==> config.mk <==
export PLATFORM = sky130hd
export DESIGN_NAME = dac_carry_seq
export DESIGN_NICKNAME = d
export VERILOG_FILES = /design/src/rtl/dcs_pkg.sv /design/src/rtl/dcs_step_decode.sv /design/src/rtl/dcs_settle_timer.sv /design/src/rtl/dcs_sar_core.sv /design/src/rtl/dac_carry_seq.sv
export SDC_FILE = /design/constraint.sdc
export NUM_CORES = 1
export LEC_CHECK = 0
export BUFFER_PORTS_ARGS = -buffer_cell sky130_fd_sc_hd__clkbuf_2
export CAP_MARGIN = 30
export CORE_MARGIN = 2
export CORE_UTILIZATION = 47
export CTS_CLUSTER_SIZE = 14
export DETAILED_ROUTE_END_ITERATION = 12
export PLACE_DENSITY = 0.67
export REMOVE_ABC_BUFFERS = 1
export SKIP_CTS_REPAIR_TIMING = 1
export SLEW_MARGIN = 20
export SYNTH_ARGS = -nofsm -noshare
export SYNTH_HDL_FRONTEND = slang
export SYNTH_SLANG_ARGS = --single-unit
==> constraint.sdc <==
create_clock -name clk_i -period 7.8 [get_ports clk_i]
set_input_delay 0.78 -clock clk_i [delete_from_list [all_inputs] [get_ports clk_i]]
set_output_delay 0.78 -clock clk_i [all_outputs]
set_load 0.05 [all_outputs]
==> src/rtl/dcs_pkg.sv <==
package dcs_pkg;
  typedef enum logic [1:0] {
    S_IDLE,
    S_SET,
    S_WAIT,
    S_DONE
  } seq_state_e;
endpackage

==> src/rtl/dcs_step_decode.sv <==
module dcs_step_decode #(
  parameter int HI_W = 8,
  parameter int LO_W = 8
) (
  input  logic            inc_i,
  input  logic            dec_i,
  input  logic            idle_i,
  input  logic [HI_W-1:0] hi_i,
  input  logic [LO_W-1:0] lo_i,
  output logic            dir_up_o,
  output logic            dir_dn_o,
  output logic            xfer_up_o,
  output logic            xfer_dn_o,
  output logic            reject_o
);
  localparam logic [HI_W-1:0] HI_MAX = '1;
  localparam logic [LO_W-1:0] LO_MAX = '1;

  logic up, dn, lo_full, lo_empty;

  always_comb begin
    up        = idle_i && inc_i && !dec_i;
    dn        = idle_i && dec_i && !inc_i;
    lo_full   = (lo_i == LO_MAX);
    lo_empty  = (lo_i == '0);
    dir_up_o  = up && !lo_full;
    dir_dn_o  = dn && !lo_empty;
    xfer_up_o = up && lo_full && (hi_i != HI_MAX);
    xfer_dn_o = dn && lo_empty && (hi_i != '0);
    reject_o  = !idle_i && (inc_i || dec_i);
  end
endmodule

==> src/rtl/dcs_settle_timer.sv <==
module dcs_settle_timer #(
  parameter int CNT_W = 8
) (
  input  logic             clk_i,
  input  logic             rst_ni,
  input  logic             load_i,
  input  logic [CNT_W-1:0] load_val_i,
  output logic             done_o
);
  logic [CNT_W-1:0] cnt_q;

  always_ff @(posedge clk_i or negedge rst_ni) begin
    if (!rst_ni)            cnt_q <= '0;
    else if (load_i)        cnt_q <= load_val_i;
    else if (cnt_q != '0)   cnt_q <= cnt_q - 1'b1;
  end

  assign done_o = (cnt_q == '0) && !load_i;
endmodule

==> src/rtl/dcs_sar_core.sv <==
module dcs_sar_core
  import dcs_pkg::*;
#(
  parameter int HI_W = 8,
  parameter int LO_W = 8
) (
  input  logic            clk_i,
  input  logic            rst_ni,
  input  logic            dir_up_i,
  input  logic            dir_dn_i,
  input  logic            xfer_up_i,
  input  logic            xfer_dn_i,
  input  logic            settled_i,
  input  logic            cmp_above_i,
  output logic [HI_W-1:0] hi_code_o,
  output logic [LO_W-1:0] lo_code_o,
  output seq_state_e      state_o,
  output logic            load_timer_o
);
  localparam int IDX_W = (LO_W > 1) ? $clog2(LO_W) : 1;
  localparam logic [IDX_W-1:0] IDX_TOP = IDX_W'(LO_W - 1);

  seq_state_e      state_q;
  logic [HI_W-1:0] hi_q;
  logic [LO_W-1:0] lo_q;
  logic [IDX_W-1:0] idx_q;

  always_ff @(posedge clk_i or negedge rst_ni) begin
    if (!rst_ni) begin
      state_q <= S_IDLE;
      hi_q    <= '0;
      lo_q    <= '0;
      idx_q   <= IDX_TOP;
    end else begin
      unique case (state_q)
        S_IDLE: begin
          if (dir_up_i)      lo_q <= lo_q + 1'b1;
          else if (dir_dn_i) lo_q <= lo_q - 1'b1;
          else if (xfer_up_i || xfer_dn_i) begin
            hi_q    <= xfer_up_i ? hi_q + 1'b1 : hi_q - 1'b1;
            lo_q    <= '0;
            idx_q   <= IDX_TOP;
            state_q <= S_SET;
          end
        end
        S_SET: begin
          lo_q[idx_q] <= 1'b1;
          state_q     <= S_WAIT;
        end
        S_WAIT: begin
          if (settled_i) begin
            if (cmp_above_i) lo_q[idx_q] <= 1'b0;
            if (idx_q == '0) state_q <= S_DONE;
            else begin
              idx_q   <= idx_q - 1'b1;
              state_q <= S_SET;
            end
          end
        end
        S_DONE: state_q <= S_IDLE;
        default: state_q <= S_IDLE;
      endcase
    end
  end

  assign hi_code_o    = hi_q;
  assign lo_code_o    = lo_q;
  assign state_o      = state_q;
  assign load_timer_o = (state_q == S_SET);

  assert_direct_up_R2: assert property (@(posedge clk_i) disable iff (!rst_ni)
    dir_up_i |=> (lo_q == LO_W'($past(lo_q) + 1'b1)) && $stable(hi_q));
  assert_direct_dn_R2: assert property (@(posedge clk_i) disable iff (!rst_ni)
    dir_dn_i |=> (lo_q == LO_W'($past(lo_q) - 1'b1)) && $stable(hi_q));
  assert_xfer_up_start_R3: assert property (@(posedge clk_i) disable iff (!rst_ni)
    xfer_up_i |=> (hi_q == HI_W'($past(hi_q) + 1'b1)) && (lo_q == '0) && (state_q == S_SET));
  assert_xfer_dn_start_R3: assert property (@(posedge clk_i) disable iff (!rst_ni)
    xfer_dn_i |=> (hi_q == HI_W'($past(hi_q) - 1'b1)) && (lo_q == '0) && (state_q == S_SET));
  assert_hi_frozen_R4: assert property (@(posedge clk_i) disable iff (!rst_ni)
    (state_q != S_IDLE) |=> $stable(hi_q));
  assert_settle_hold_R5: assert property (@(posedge clk_i) disable iff (!rst_ni)
    (state_q == S_WAIT && !settled_i) |=> $stable(lo_q) && (state_q == S_WAIT));
endmodule

==> src/rtl/dac_carry_seq.sv <==
module dac_carry_seq
  import dcs_pkg::*;
#(
  parameter int HI_W     = 8,
  parameter int LO_W     = 8,
  parameter int SETTLE_W = 8
) (
  input  logic                clk_i,
  input  logic                rst_ni,
  input  logic                inc_i,
  input  logic                dec_i,
  input  logic [SETTLE_W-1:0] settle_cycles_i,
  input  logic                cmp_above_i,
  output logic [HI_W-1:0]     hi_code_o,
  output logic [LO_W-1:0]     lo_code_o,
  output logic                hold_o,
  output logic                busy_o,
  output logic                reject_o
);
  localparam logic [HI_W-1:0] HI_MAX = '1;
  localparam logic [LO_W-1:0] LO_MAX = '1;

  seq_state_e state;
  logic idle, dir_up, dir_dn, xfer_up, xfer_dn, rej_req;
  logic load_timer, settled, reject_q;

  assign idle = (state == S_IDLE);

  dcs_step_decode #(.HI_W(HI_W), .LO_W(LO_W)) u_decode (
    .inc_i    (inc_i),
    .dec_i    (dec_i),
    .idle_i   (idle),
    .hi_i     (hi_code_o),
    .lo_i     (lo_code_o),
    .dir_up_o (dir_up),
    .dir_dn_o (dir_dn),
    .xfer_up_o(xfer_up),
    .xfer_dn_o(xfer_dn),
    .reject_o (rej_req)
  );

  dcs_settle_timer #(.CNT_W(SETTLE_W)) u_timer (
    .clk_i     (clk_i),
    .rst_ni    (rst_ni),
    .load_i    (load_timer),
    .load_val_i(settle_cycles_i),
    .done_o    (settled)
  );

  dcs_sar_core #(.HI_W(HI_W), .LO_W(LO_W)) u_core (
    .clk_i       (clk_i),
    .rst_ni      (rst_ni),
    .dir_up_i    (dir_up),
    .dir_dn_i    (dir_dn),
    .xfer_up_i   (xfer_up),
    .xfer_dn_i   (xfer_dn),
    .settled_i   (settled),
    .cmp_above_i (cmp_above_i),
    .hi_code_o   (hi_code_o),
    .lo_code_o   (lo_code_o),
    .state_o     (state),
    .load_timer_o(load_timer)
  );

  always_ff @(posedge clk_i or negedge rst_ni) begin
    if (!rst_ni) reject_q <= 1'b0;
    else         reject_q <= rej_req;
  end

  assign hold_o   = !idle;
  assign busy_o   = !idle;
  assign reject_o = reject_q;

  assert_ignore_both_R8: assert property (@(posedge clk_i) disable iff (!rst_ni)
    (!busy_o && inc_i && dec_i) |=> $stable(hi_code_o) && $stable(lo_code_o) && !busy_o && !reject_o);
  assert_saturate_top_R9: assert property (@(posedge clk_i) disable iff (!rst_ni)
    (!busy_o && inc_i && !dec_i && hi_code_o == HI_MAX && lo_code_o == LO_MAX)
      |=> $stable(hi_code_o) && $stable(lo_code_o) && !busy_o);
  assert_saturate_bottom_R9: assert property (@(posedge clk_i) disable iff (!rst_ni)
    (!busy_o && dec_i && !inc_i && hi_code_o == '0 && lo_code_o == '0)
      |=> $stable(hi_code_o) && $stable(lo_code_o) && !busy_o);
  assert_reject_untouched_R7: assert property (@(posedge clk_i) disable iff (!rst_ni)
    (reject_o && busy_o) |-> $stable(hi_code_o));
endmodule

==> reports/metrics.yaml, run 1 <==
power:
  power.leakage_nw: 1.16
  p_total_w: 0.00106
  powerDensity_mw_per_mm2: 396
  ir_drop_mv: 0.178
final_layout:
  n_fill_cell: 500
  drive_gt1_share_pct: 17.2
  nNetsFinal: 350
  diodes: 0
  finalNonFillerCells: 390
  area_growth_pct: 10.9
  multi_input_area_sq_mm: 0.00150
  seq_area_sq_um: 754
critical_path:
  worst-r2r-setup-slack_ns: 4.29
  crit_path_end_kind: "flop"
  crit_required_ns: 7.96
  startpoint_type: "flop"
  timing_worst_setup_path_type: "flop to flop"
  cp_data_arrival_time_ns: 3.68
  crit_fanout: 22
synthesis:
  synth_top_cell_area_share_pct: 28.0
  synth_top_area_cell: "dfrtp_1"
  ys_async_sr_fraction_pct: 100
  synth-edff-count: 0
  synth_cell_types: 62
  synthXorXnorAreaFrac_pct: 4.36
  ys.flop_type: "dfrtp_1"
  ys_ff_latch: 30
  synthTopCellsByArea: "dfrtp_1 28%, ha_1 8.8%, a21oi_1 5.2%"
  synth_common_cells: "27 x dfrtp_1, 27 x nor2_1, 25 x a21oi_1"
  synthSimpleGateAreaFrac_pct: 22.7
  syn_area_sq_mm: 0.00241
  muxShareOfSynthArea_pct: 1.35
  ys_seq_area_share_pct: 31.3
  synth-compound-area-share_pct: 24.1
  synthCells: 294
  yosys_warnings: 0
  synth_top_family_by_area: "compound AO/OA/AOI/OAI gates"
  synth_fa_ha_area_share_pct: 9.65
  avgSynthCellArea_sq_um: 8.20
clock_network:
  cts_inserted_buffers: 5
  clk_pin_slew_ns: 0.06
  cts_tree: "yes"
  cts_sinks: 30
  h-tree-depth: 2
  cts_buffer_depth: 2
  cts_root_buf: "clkbuf_8"
  clock_latency_ns: 0.29
placed_design:
  gp_congestion: 0.871
  dp_cells: 381
  pre_cts_ws_ns: 4.34
  portBuffers: 31
  detailedPlacementHpwl_um: 4210
grt:
  grt_use_met3_pct: 4.37
  gr-usage-met2_pct: 35.5
  grt_first_pass_wirelength_um: 9800
  antenna_found_initial: 0
  grt_pass1_vias: 2067
  busiest_layer: "met2"
  grt_max_degree: 31
  overflow: 0
  grt.total_usage_pct: 22.5
  grt.met1_usage_pct: 31.5
detailed_routing:
  vias: 2277
  routed_wl_um: 5820
  drc: 0
  drt-initial-drc-count: 187
  ant_nets: 0
  wl_per_cell_um: 14.9
  viasPerCell: 5.84
  dr.pass1.iters: 5
sta:
  slew_headroom_pct: 46.8
  slew_violations: 0
  fin_worst_skew_ns: 0.0179
  hold-worst-slack_ns: 0.551
  period_needed_ns: 3.51
  setup_slack_ns: 4.29
  finalSetupViolations: 0
  rsz0062_at_grt: "no"
  finalHoldViolCount: 0
  max_freq_ghz: 0.285
  finalCritPeriodShare_pct: 45.0
  tightest_slew_ns: 0.798
  finalSetupTns_ns: 0
floorplanning:
  rows: 26
  start_util_pct: 47.8
  die_area_sq_mm: 0.00572
  io_pins: 32
  die_x_um: 75.6
  fp.dieH_um: 75.6
  core_sq_mm: 0.00504
hold_path:
  hp-class: "flop to flop"
run:
  drv_cap: 0
outcome:
  outcome: "finished, final reports clean"
[cells in the final DEF, fill, tap and decap left out, types with 5 or more instances in the layout]
master	instances
clkbuf_2	31
nand4_1	5
dfrtp_1	27
nor2_1	27
inv_1	21
xnor2_1	5
clkbuf_8	5
xor2_1	7
a21oi_1	25
ha_1	17
nand3_1	17
nor3_1	6
a31oi_1	5
nand2_1	24
o21ai_0	20
[stage by stage]
| stage | util, % | area, sq um |
|---|---|---|
| final | 53.0 | 2670 |
| after global routing | 53.0 | 2670 |
| after CTS | 52.9 | 2670 |
| after detailed placement | 51.2 | 2580 |
| after floorplan | - | 2340 |
| after global placement | 51.2 | 2580 |
[worst max-delay path: stages (launching register included)]
cell and delay (ns):
dfrtp_1 0.41, inv_1 0.10, ha_1 0.44, or4b_1 0.65
nor3_2 0.66, a31oi_1 0.28, a31oi_4 0.46, a22oi_1 0.13
o221a_2 0.26
[layer usage]
metal / part of all wire, % / vias to the layer above / wire length, um
met3: 5.6 / 6 / 328
met2: 48 / 77 / 2820
met5: 0 / - / 0
met4: 0.76 / 0 / 44
met1: 45 / 1077 / 2620
li1: - / 1117 / -
[logic make-up (layout without fill, tap and decap cells)]
family / Yosys count / in the layout
AO/OA/AOI/OAI: 87 / 87
XOR/XNOR: 12 / 12
adder cells (fa/ha/maj): 18 / 18
buffers and inverters: 37 / 63
flip-flops: 30 / 30
multiplexers: 2 / 2
AND/OR/NAND/NOR: 108 / 108
[report_power, final]
part	switching [W]	internal (W)	total (W)
Combinational	0.000414	0.000222	0.000636
Clock	0.0000577	0.0000616	0.000119
Sequential	0.0000858	0.000217	0.000302
Total	0.000557	0.000500	0.00106
[registers in the layout (all words and copies together) (netlist names)]
signal,count
reject_o,1
u_core.state_o,2
u_core.lo_code_o,8
u_core.idx_q,3
u_core.hi_code_o,8
u_timer.cnt_q,8
[path summary, 6_finish.rpt]
kind	endpoint	cells after the start	from
worst min-delay path	u_core.state_o[1]	1	u_core.state_o[1]
worst max-delay path	u_core.lo_code_o[1]	8	u_core.state_o[1]
max in group asynchronous	u_core.lo_code_o[1]	1	rst_ni
worst min register to register	u_core.state_o[1]	1	u_core.state_o[1]
min in group asynchronous	u_timer.cnt_q[6]	1	rst_ni
worst max register to register	u_core.lo_code_o[1]	8	u_core.state_o[1]
[area by class of cell]
type,instances,share of cell area [%]
well taps,70,3.28
multi-input cells,227,56.1
flip-flops and latches,30,28.2
clock buffers,6,2.71
repair buffers,32,6.08
inverters,23,3.23
clock inverters,2,0.374
No activity file was read; power rests on OpenSTA's default activity.
==> run 2, diff against run 1 <==
PLACE_DENSITY = 0.7   (was 0.67)
clock period = 3.2 ns   (was 7.8 ns; I/O delays follow)
==> run 2 against run 1 <==
- core utilization increased by 2.0 points
- register-to-register slack got worse by 4.1 ns
- clock skew decreased by 0.010 ns
- power increased to 2.6 times the previous value
- count of clock-buffer cells in the layout unchanged
- first-iteration DRC count decreased by 7.5%
- critical path depth increased by 2
- sequential power increased by 120%
- clock power increased to 2.8 times the previous value
==> reports/metrics.yaml, run 2 (synthesis gave the netlist of run 1 again) <==
clock_network:
  cts_sinks: 30  # unchanged
  clock_latency_ns: 0.29  # about the same
  cts_inserted_buffers: 5  # unchanged
  cts_buffer_depth: 2  # unchanged
  clk_pin_slew_ns: 0.07  # about the same
  h-tree-depth: 2  # unchanged
  cts_root_buf: "clkbuf_8"
  cts_tree: "yes"
detailed_routing:
  viasPerCell: 5.59  # -4.2%
  wl_met3_um: 272  # -17%
  drc: 0  # unchanged
  drt-met1-wl_um: 2970  # +13%
  dr.pass1.iters: 4  # -1
  vias: 2248  # -1.3%
  drt-initial-drc-count: 173  # -7.5%
  wl_per_cell_um: 14.9  # +0.25%
  ant_nets: 0  # unchanged
  dr_wl_met2_um: 2690  # -4.4%
  routed_wl_um: 6010  # +3.3%
  routed.top_layer: "met4"
sta:
  finalSetupViolations: 0  # unchanged
  setup_slack_ns: 0.161  # -4.13 ns
  max_freq_ghz: 0.329  # +16%
  fin_worst_skew_ns: 0.00774  # -0.0102 ns
  finalCritPeriodShare_pct: 95.0  # +50 points
  slew_violations: 0  # unchanged
  finalSetupTns_ns: 0  # unchanged
  hold-worst-slack_ns: 0.101  # -0.450 ns
  finalHoldViolCount: 0  # unchanged
  period_needed_ns: 3.04  # -0.475 ns
  rsz0062_at_grt: "no"
  slew_headroom_pct: 42.4  # -4.4 points
  tightest_slew_ns: 0.861  # +0.0626 ns
final_layout:
  drive_gt1_share_pct: 20.5  # +3.3 points
  multi_input_area_sq_mm: 0.00150  # unchanged
  n_fill_cell: 462  # -7.6%
  final_common_cell: "clkbuf_2"
  final_util_pct: 55.1  # +2.0 points
  layout_common_cells: "31 x clkbuf_2, 27 x nor2_1, 27 x dfrtp_1"
  nNetsFinal: 362  # +3.4%
  area_growth_pct: 15.2
  diodes: 0  # unchanged
  seq_area_sq_um: 754  # unchanged
power:
  p_int_w: 0.00132  # +160%
  ir_drop_mv: 0.718  # +300%
  clkPwrFrac_pct: 12.3  # +1.0 points
  powerDensity_mw_per_mm2: 980  # +150%
  sw_frac_of_total_pct: 51.6  # -1.1 points
  switchingPower_w: 0.00140  # +150%
  p_total_w: 0.00272  # +160%
  combPwrFrac_pct: 63.6  # +3.5 points
  power.leakage_nw: 1.23  # +5.5%
  seqPwrFrac_pct: 24.1  # -4.5 points
grt:
  grt_max_degree: 31  # unchanged
  grt.total_usage_pct: 23.3  # +0.88 points
  grt_first_pass_wirelength_um: 10100  # +3.2%
  overflow: 0  # unchanged
  grt_pass1_vias: 2128  # +3.0%
  antenna_found_initial: 0  # unchanged
critical_path:
  cp_cell_sequence: "ha_1, nand4_1, or3_4, ha_1, a21oi_1, nor2b_1, o31a_1, o41ai_1, mux2i_1, xnor2_1"
  path_delay_family: "compound AO/OA/AOI/OAI gates"
  cp_data_arrival_time_ns: 3.24  # -0.44 ns
  cp_num_buf_inv: 0  # -1
  startpoint_type: "flop"
  crit_path_top_delay_cell: "dfrtp_1"
  crit_path_end_kind: "flop"
  path_common_cell: "ha_1"
  timing_worst_setup_path_type: "flop to flop"
  crit_required_ns: 3.41  # -4.55 ns
  crit_fanout: 8  # -64%
  cpPeakStageDelay_ns: 0.49  # -0.17 ns
placed_design:
  portBuffers: 31  # unchanged
  gp_congestion: 0.878  # +0.87%
  pre_cts_ws_ns: 0.262  # -4.08 ns
  detailedPlacementHpwl_um: 4330  # +2.7%
floorplanning:
  io_pins: 32  # unchanged
  die_area_sq_mm: 0.00572  # unchanged
  start_util_pct: 47.8  # unchanged
  core_sq_mm: 0.00504  # unchanged
  rows: 26  # unchanged
  die_x_um: 75.6  # unchanged
  fp.dieH_um: 75.6  # unchanged
outcome:
  outcome: "finished, final reports clean"
hold_path:
  hp-class: "input pin to async pin"
run:
  drv_cap: 0  # unchanged
==> run 2: changes by cell type in the layout (fill, tap and decap cells not counted), sizes merged <==
cell	before	now
buf	1	13
clkinv	3	2
clkinvlp	0	1
==> run 2: area by class of cell <==
| type | instances | area share [%] |
|---|---|---|
| multi-input combinational | 227 | 54.0 |
| sequential | 30 | 27.2 |
| timing repair buffer | 44 | 9.10 |
| tap | 70 | 3.15 |
| inverter | 23 | 3.11 |
| clock buffer | 6 | 2.97 |
| clock inverter | 2 | 0.451 |
==> run 2: per-stage QoR <==
stage          area [sq um]  std cells
6_report               2780        402
3_3_place_gp           2680        394
3_5_place_dp           2680        394
2_1_floorplan          2340        280
5_1_grt                2780        402
4_1_cts                2780        402
==> run 2: power groups by stage <==
stage / sequential [W] / clock (W) / combinational [W]
6_report: 0.000656 / 0.000334 / 0.00173
5_1_grt: 0.000679 / 0.000359 / 0.00192
3_3_place_gp: 0.000654 / 0 / 0.00169
4_1_cts: 0.000653 / 0.000339 / 0.00173
2_1_floorplan: 0.000840 / 0 / 0.00107
3_5_place_dp: 0.000660 / 0 / 0.00172
==> run 2: path summary, 6_finish.rpt <==
check                                    startpoint             endpoint  slack (ns)  cells past startpoint
worst max-delay path            u_core.lo_code_o[1]  u_core.hi_code_o[7]        0.16                     10
worst min-delay path                         rst_ni     u_timer.cnt_q[6]        0.10                      1
worst max register to register  u_core.lo_code_o[1]  u_core.hi_code_o[7]        0.16                     10
worst min register to register    u_core.state_o[1]    u_core.state_o[1]        0.55                      1
max in group asynchronous                    rst_ni  u_core.hi_code_o[7]        2.59                      1
min in group clk_i               settle_cycles_i[3]     u_timer.cnt_q[3]        0.25                      3
==> run 2: layer usage <==
metal / up-vias / GRT usage (%)
li1: 1138 / -
met1: 1049 / 33.3
met2: 54 / 36.7
met3: 7 / 3.57
met4: 0 / 7.21
met5: - / 0
==> run 3, diff against run 2 <==
ABC_AREA = 1   (was not set)
PLACE_DENSITY = 0.69   (was 0.7)
==> run 3 against run 2 <==
- global-route usage is 2.4 points lower
- non-clock buffer count decreased by 11
- combinational power rose by 35%
- die area increased by 10%
- core utilization shrank 1.5 points
- sequential share of layout area shrank 1.6 points
- via count rose by 12%
- cell area is 6.2% higher
- sequential cell count unchanged
- clock power is 4% lower
==> reports/metrics.yaml, run 3 <==
final_layout:
  area_growth_pct: 10.5
  final_common_cell: "nand2_1"
  layout_common_cells: "121 x nand2_1, 40 x inv_1, 31 x clkbuf_2"
  drive_gt1_share_pct: 18.1  # -2.3 points
  diodes: 0  # unchanged
  n_fill_cell: 558  # +21%
  seq_area_sq_um: 754  # unchanged
  multi_input_area_sq_mm: 0.00168  # +12%
  stdcell_area_sq_mm: 0.00295  # +6.2%
  nNetsFinal: 449  # +24%
synthesis:
  ys_async_sr_fraction_pct: 100  # unchanged
  ys_seq_area_share_pct: 28.3  # -3.0 points
  avgSynthCellArea_sq_um: 6.81  # -17%
  synthCells: 392  # +33%
  ys_ff_latch: 30  # unchanged
  yosys_warnings: 0  # unchanged
  synth_common_cells: "121 x nand2_1, 40 x inv_1, 30 x nand3_1, 30 x nor2_1, 27 x dfrtp_1"
  synth_top_area_cell: "dfrtp_1"
  synth_top_cell_area_share_pct: 25.3  # -2.7 points
  synth.most_common_cell: "nand2_1"
  synth_cell_types: 36  # -42%
  synth-edff-count: 0  # unchanged
  ys.flop_type: "dfrtp_1"
  synthTopCellsByArea: "dfrtp_1 25%, nand2_1 17%, ha_1 8.0%"
  syn_area_sq_mm: 0.00267  # +11%
run:
  drv_cap: 0  # unchanged
critical_path:
  cp_num_buf_inv: 2  # +2
  cp_data_arrival_time_ns: 2.71  # -0.53 ns
  timing_worst_setup_path_type: "flop to flop"
  crit_path_end_kind: "flop"
  crit_path_top_delay_cell: "dfrtp_1"
  path_delay_family: "simple AND/OR/NAND/NOR gates"
  startpoint_type: "flop"
  crit_required_ns: 3.38  # -0.03 ns
  cp_cell_sequence: "ha_1, nand2_1, inv_1, nand3b_1, nor2_2, inv_1, ha_1, a21oi_1, nand2_1, nand2_1, nand3_1, nand2_1, nand3_1, nand2_1, nand2_1"
  path_common_cell: "nand2_1"
  cpPeakStageDelay_ns: 0.46  # -0.03 ns
  crit_fanout: 7  # -1
floorplanning:
  die_area_sq_mm: 0.00630  # +10%
  io_pins: 32  # unchanged
  start_util_pct: 48.5  # +0.65 points
  fp.dieH_um: 79.4  # +4.9%
  die_x_um: 79.4  # +4.9%
  core_sq_mm: 0.00551  # +9.2%
  rows: 27  # +3.8%
sta:
  tightest_slew_ns: 0.813  # -0.0476 ns
  rsz0062_at_grt: "no"
  period_needed_ns: 2.54  # -0.502 ns
  finalSetupTns_ns: 0  # unchanged
  slew_headroom_pct: 45.8  # +3.4 points
  hold-worst-slack_ns: 0.119  # +0.0176 ns
  finalCritPeriodShare_pct: 79.3  # -16 points
  fin_worst_skew_ns: 0.00281  # -0.00492 ns
  slew_violations: 0  # unchanged
  finalSetupViolations: 0  # unchanged
  finalHoldViolCount: 0  # unchanged
  max_freq_ghz: 0.394  # +20%
power:
  clkPwrFrac_pct: 9.2  # -3.1 points
  powerDensity_mw_per_mm2: 1180  # +20%
  power.leakage_nw: 1.55  # +27%
  switchingPower_w: 0.00200  # +42%
  p_int_w: 0.00148  # +13%
  combPwrFrac_pct: 66.9  # +3.3 points
  seqPwrFrac_pct: 23.8  # -0.3 points
  ir_drop_mv: 0.495  # -31%
  sw_frac_of_total_pct: 57.4  # +5.8 points
grt:
  grt_max_degree: 31  # unchanged
  grt_pass1_vias: 2258  # +6.1%
  antenna_found_initial: 0  # unchanged
  overflow: 0  # unchanged
  grt_first_pass_wirelength_um: 10500  # +3.6%
  grt.total_usage_pct: 21.0  # -2.4 points
hold_path:
  hp-class: "input pin to async pin"
clock_network:
  cts_root_buf: "clkbuf_8"
  clk_pin_slew_ns: 0.07  # about the same
  cts_buffer_depth: 2  # unchanged
  h-tree-depth: 2  # unchanged
  cts_tree: "yes"
  cts_inserted_buffers: 5  # unchanged
  clock_latency_ns: 0.28  # about the same
  cts_sinks: 30  # unchanged
detailed_routing:
  ant_nets: 0  # unchanged
  wl_per_cell_um: 12.5  # -17%
  dr.pass1.iters: 4  # unchanged
  vias: 2510  # +12%
  drc: 0  # unchanged
  routed_wl_um: 6120  # +1.9%
  viasPerCell: 5.11  # -8.6%
  drt-initial-drc-count: 73  # -58%
placed_design:
  portBuffers: 31  # unchanged
  gp_congestion: 0.935  # +6.4%
  detailedPlacementHpwl_um: 4640  # +7.3%
  place_area_sq_mm: 0.00286  # +6.6%
outcome:
  outcome: "finished, final reports clean"
[run 3: worst reg2reg max path, cell delays in order, from the launching register on]
cell and delay [ns]:
dfrtp_1 0.46, ha_1 0.21, nand2_1 0.10, inv_1 0.16, nand3b_1 0.11, nor2_2 0.17
inv_1 0.16, ha_1 0.36, a21oi_1 0.14, nand2_1 0.11, nand2_1 0.10, nand3_1 0.08
nand2_1 0.09, nand3_1 0.08, nand2_1 0.06, nand2_1 0.05
[run 3: layer usage]
metal  GRT usage (%)  share of wire [%]  wire (um)
met1            27.9                 47       2880
met2            35.1                 47       2890
met3            3.52                4.0        247
met4            5.86                1.8        109
met5               0                  0          0
[run 3: layout make-up]
class | instances | area share (%)
sequential | 30 | 25.6
clock inverter | 1 | 0.170
inverter | 44 | 5.60
clock buffer | 7 | 2.93
multi-input combinational | 304 | 56.9
timing repair buffer | 33 | 5.77
tap | 72 | 3.05
[run 3: power by group through the flow]
| stage | Combinational [W] | Sequential (W) | Clock [W] |
|---|---|---|---|
| final | 0.00233 | 0.000829 | 0.000322 |
| after global routing | 0.00263 | 0.000866 | 0.000351 |
| after CTS | 0.00234 | 0.000828 | 0.000334 |
| after detailed placement | 0.00233 | 0.000835 | 0 |
| after global placement | 0.00229 | 0.000827 | 0 |
| after floorplan | 0.00156 | 0.00109 | 0 |
[run 3: kinds of logic after synthesis]
family                   share of synthesized area, %
AO/OA/AOI/OAI                                    13.3
XOR/XNOR                                         2.95
adder cells (fa/ha/maj)                          8.72
buffers and inverters                            8.86
flip-flops                                       28.3
AND/OR/NAND/NOR                                  37.9
[run 3: stage by stage]
stage | total power (W) | instances | setup slack, ns | utilization, %
floorplan | 0.00265 | 378 | 0.573 | -
global placement | 0.00312 | 483 | 0.747 | 51.9
detailed placement | 0.00316 | 483 | 0.670 | 51.9
CTS | 0.00350 | 491 | 0.645 | 53.6
global route | 0.00384 | 491 | 0.431 | 53.6
finish | 0.00348 | 491 | 0.663 | 53.6
[run 3: final timing paths]
check | start | endpoint | slack [ns] | cells past startpoint
worst max-delay path | u_core.lo_code_o[1] | u_core.hi_code_o[7] | 0.66 | 15
worst min-delay path | rst_ni | u_core.hi_code_o[3] | 0.12 | 1
worst max register to register | u_core.lo_code_o[1] | u_core.hi_code_o[7] | 0.66 | 15
worst min register to register | u_core.idx_q[1] | u_core.idx_q[1] | 0.52 | 2
max in group asynchronous | rst_ni | u_core.lo_code_o[3] | 2.57 | 1
min in group clk_i | settle_cycles_i[5] | u_timer.cnt_q[5] | 0.27 | 3
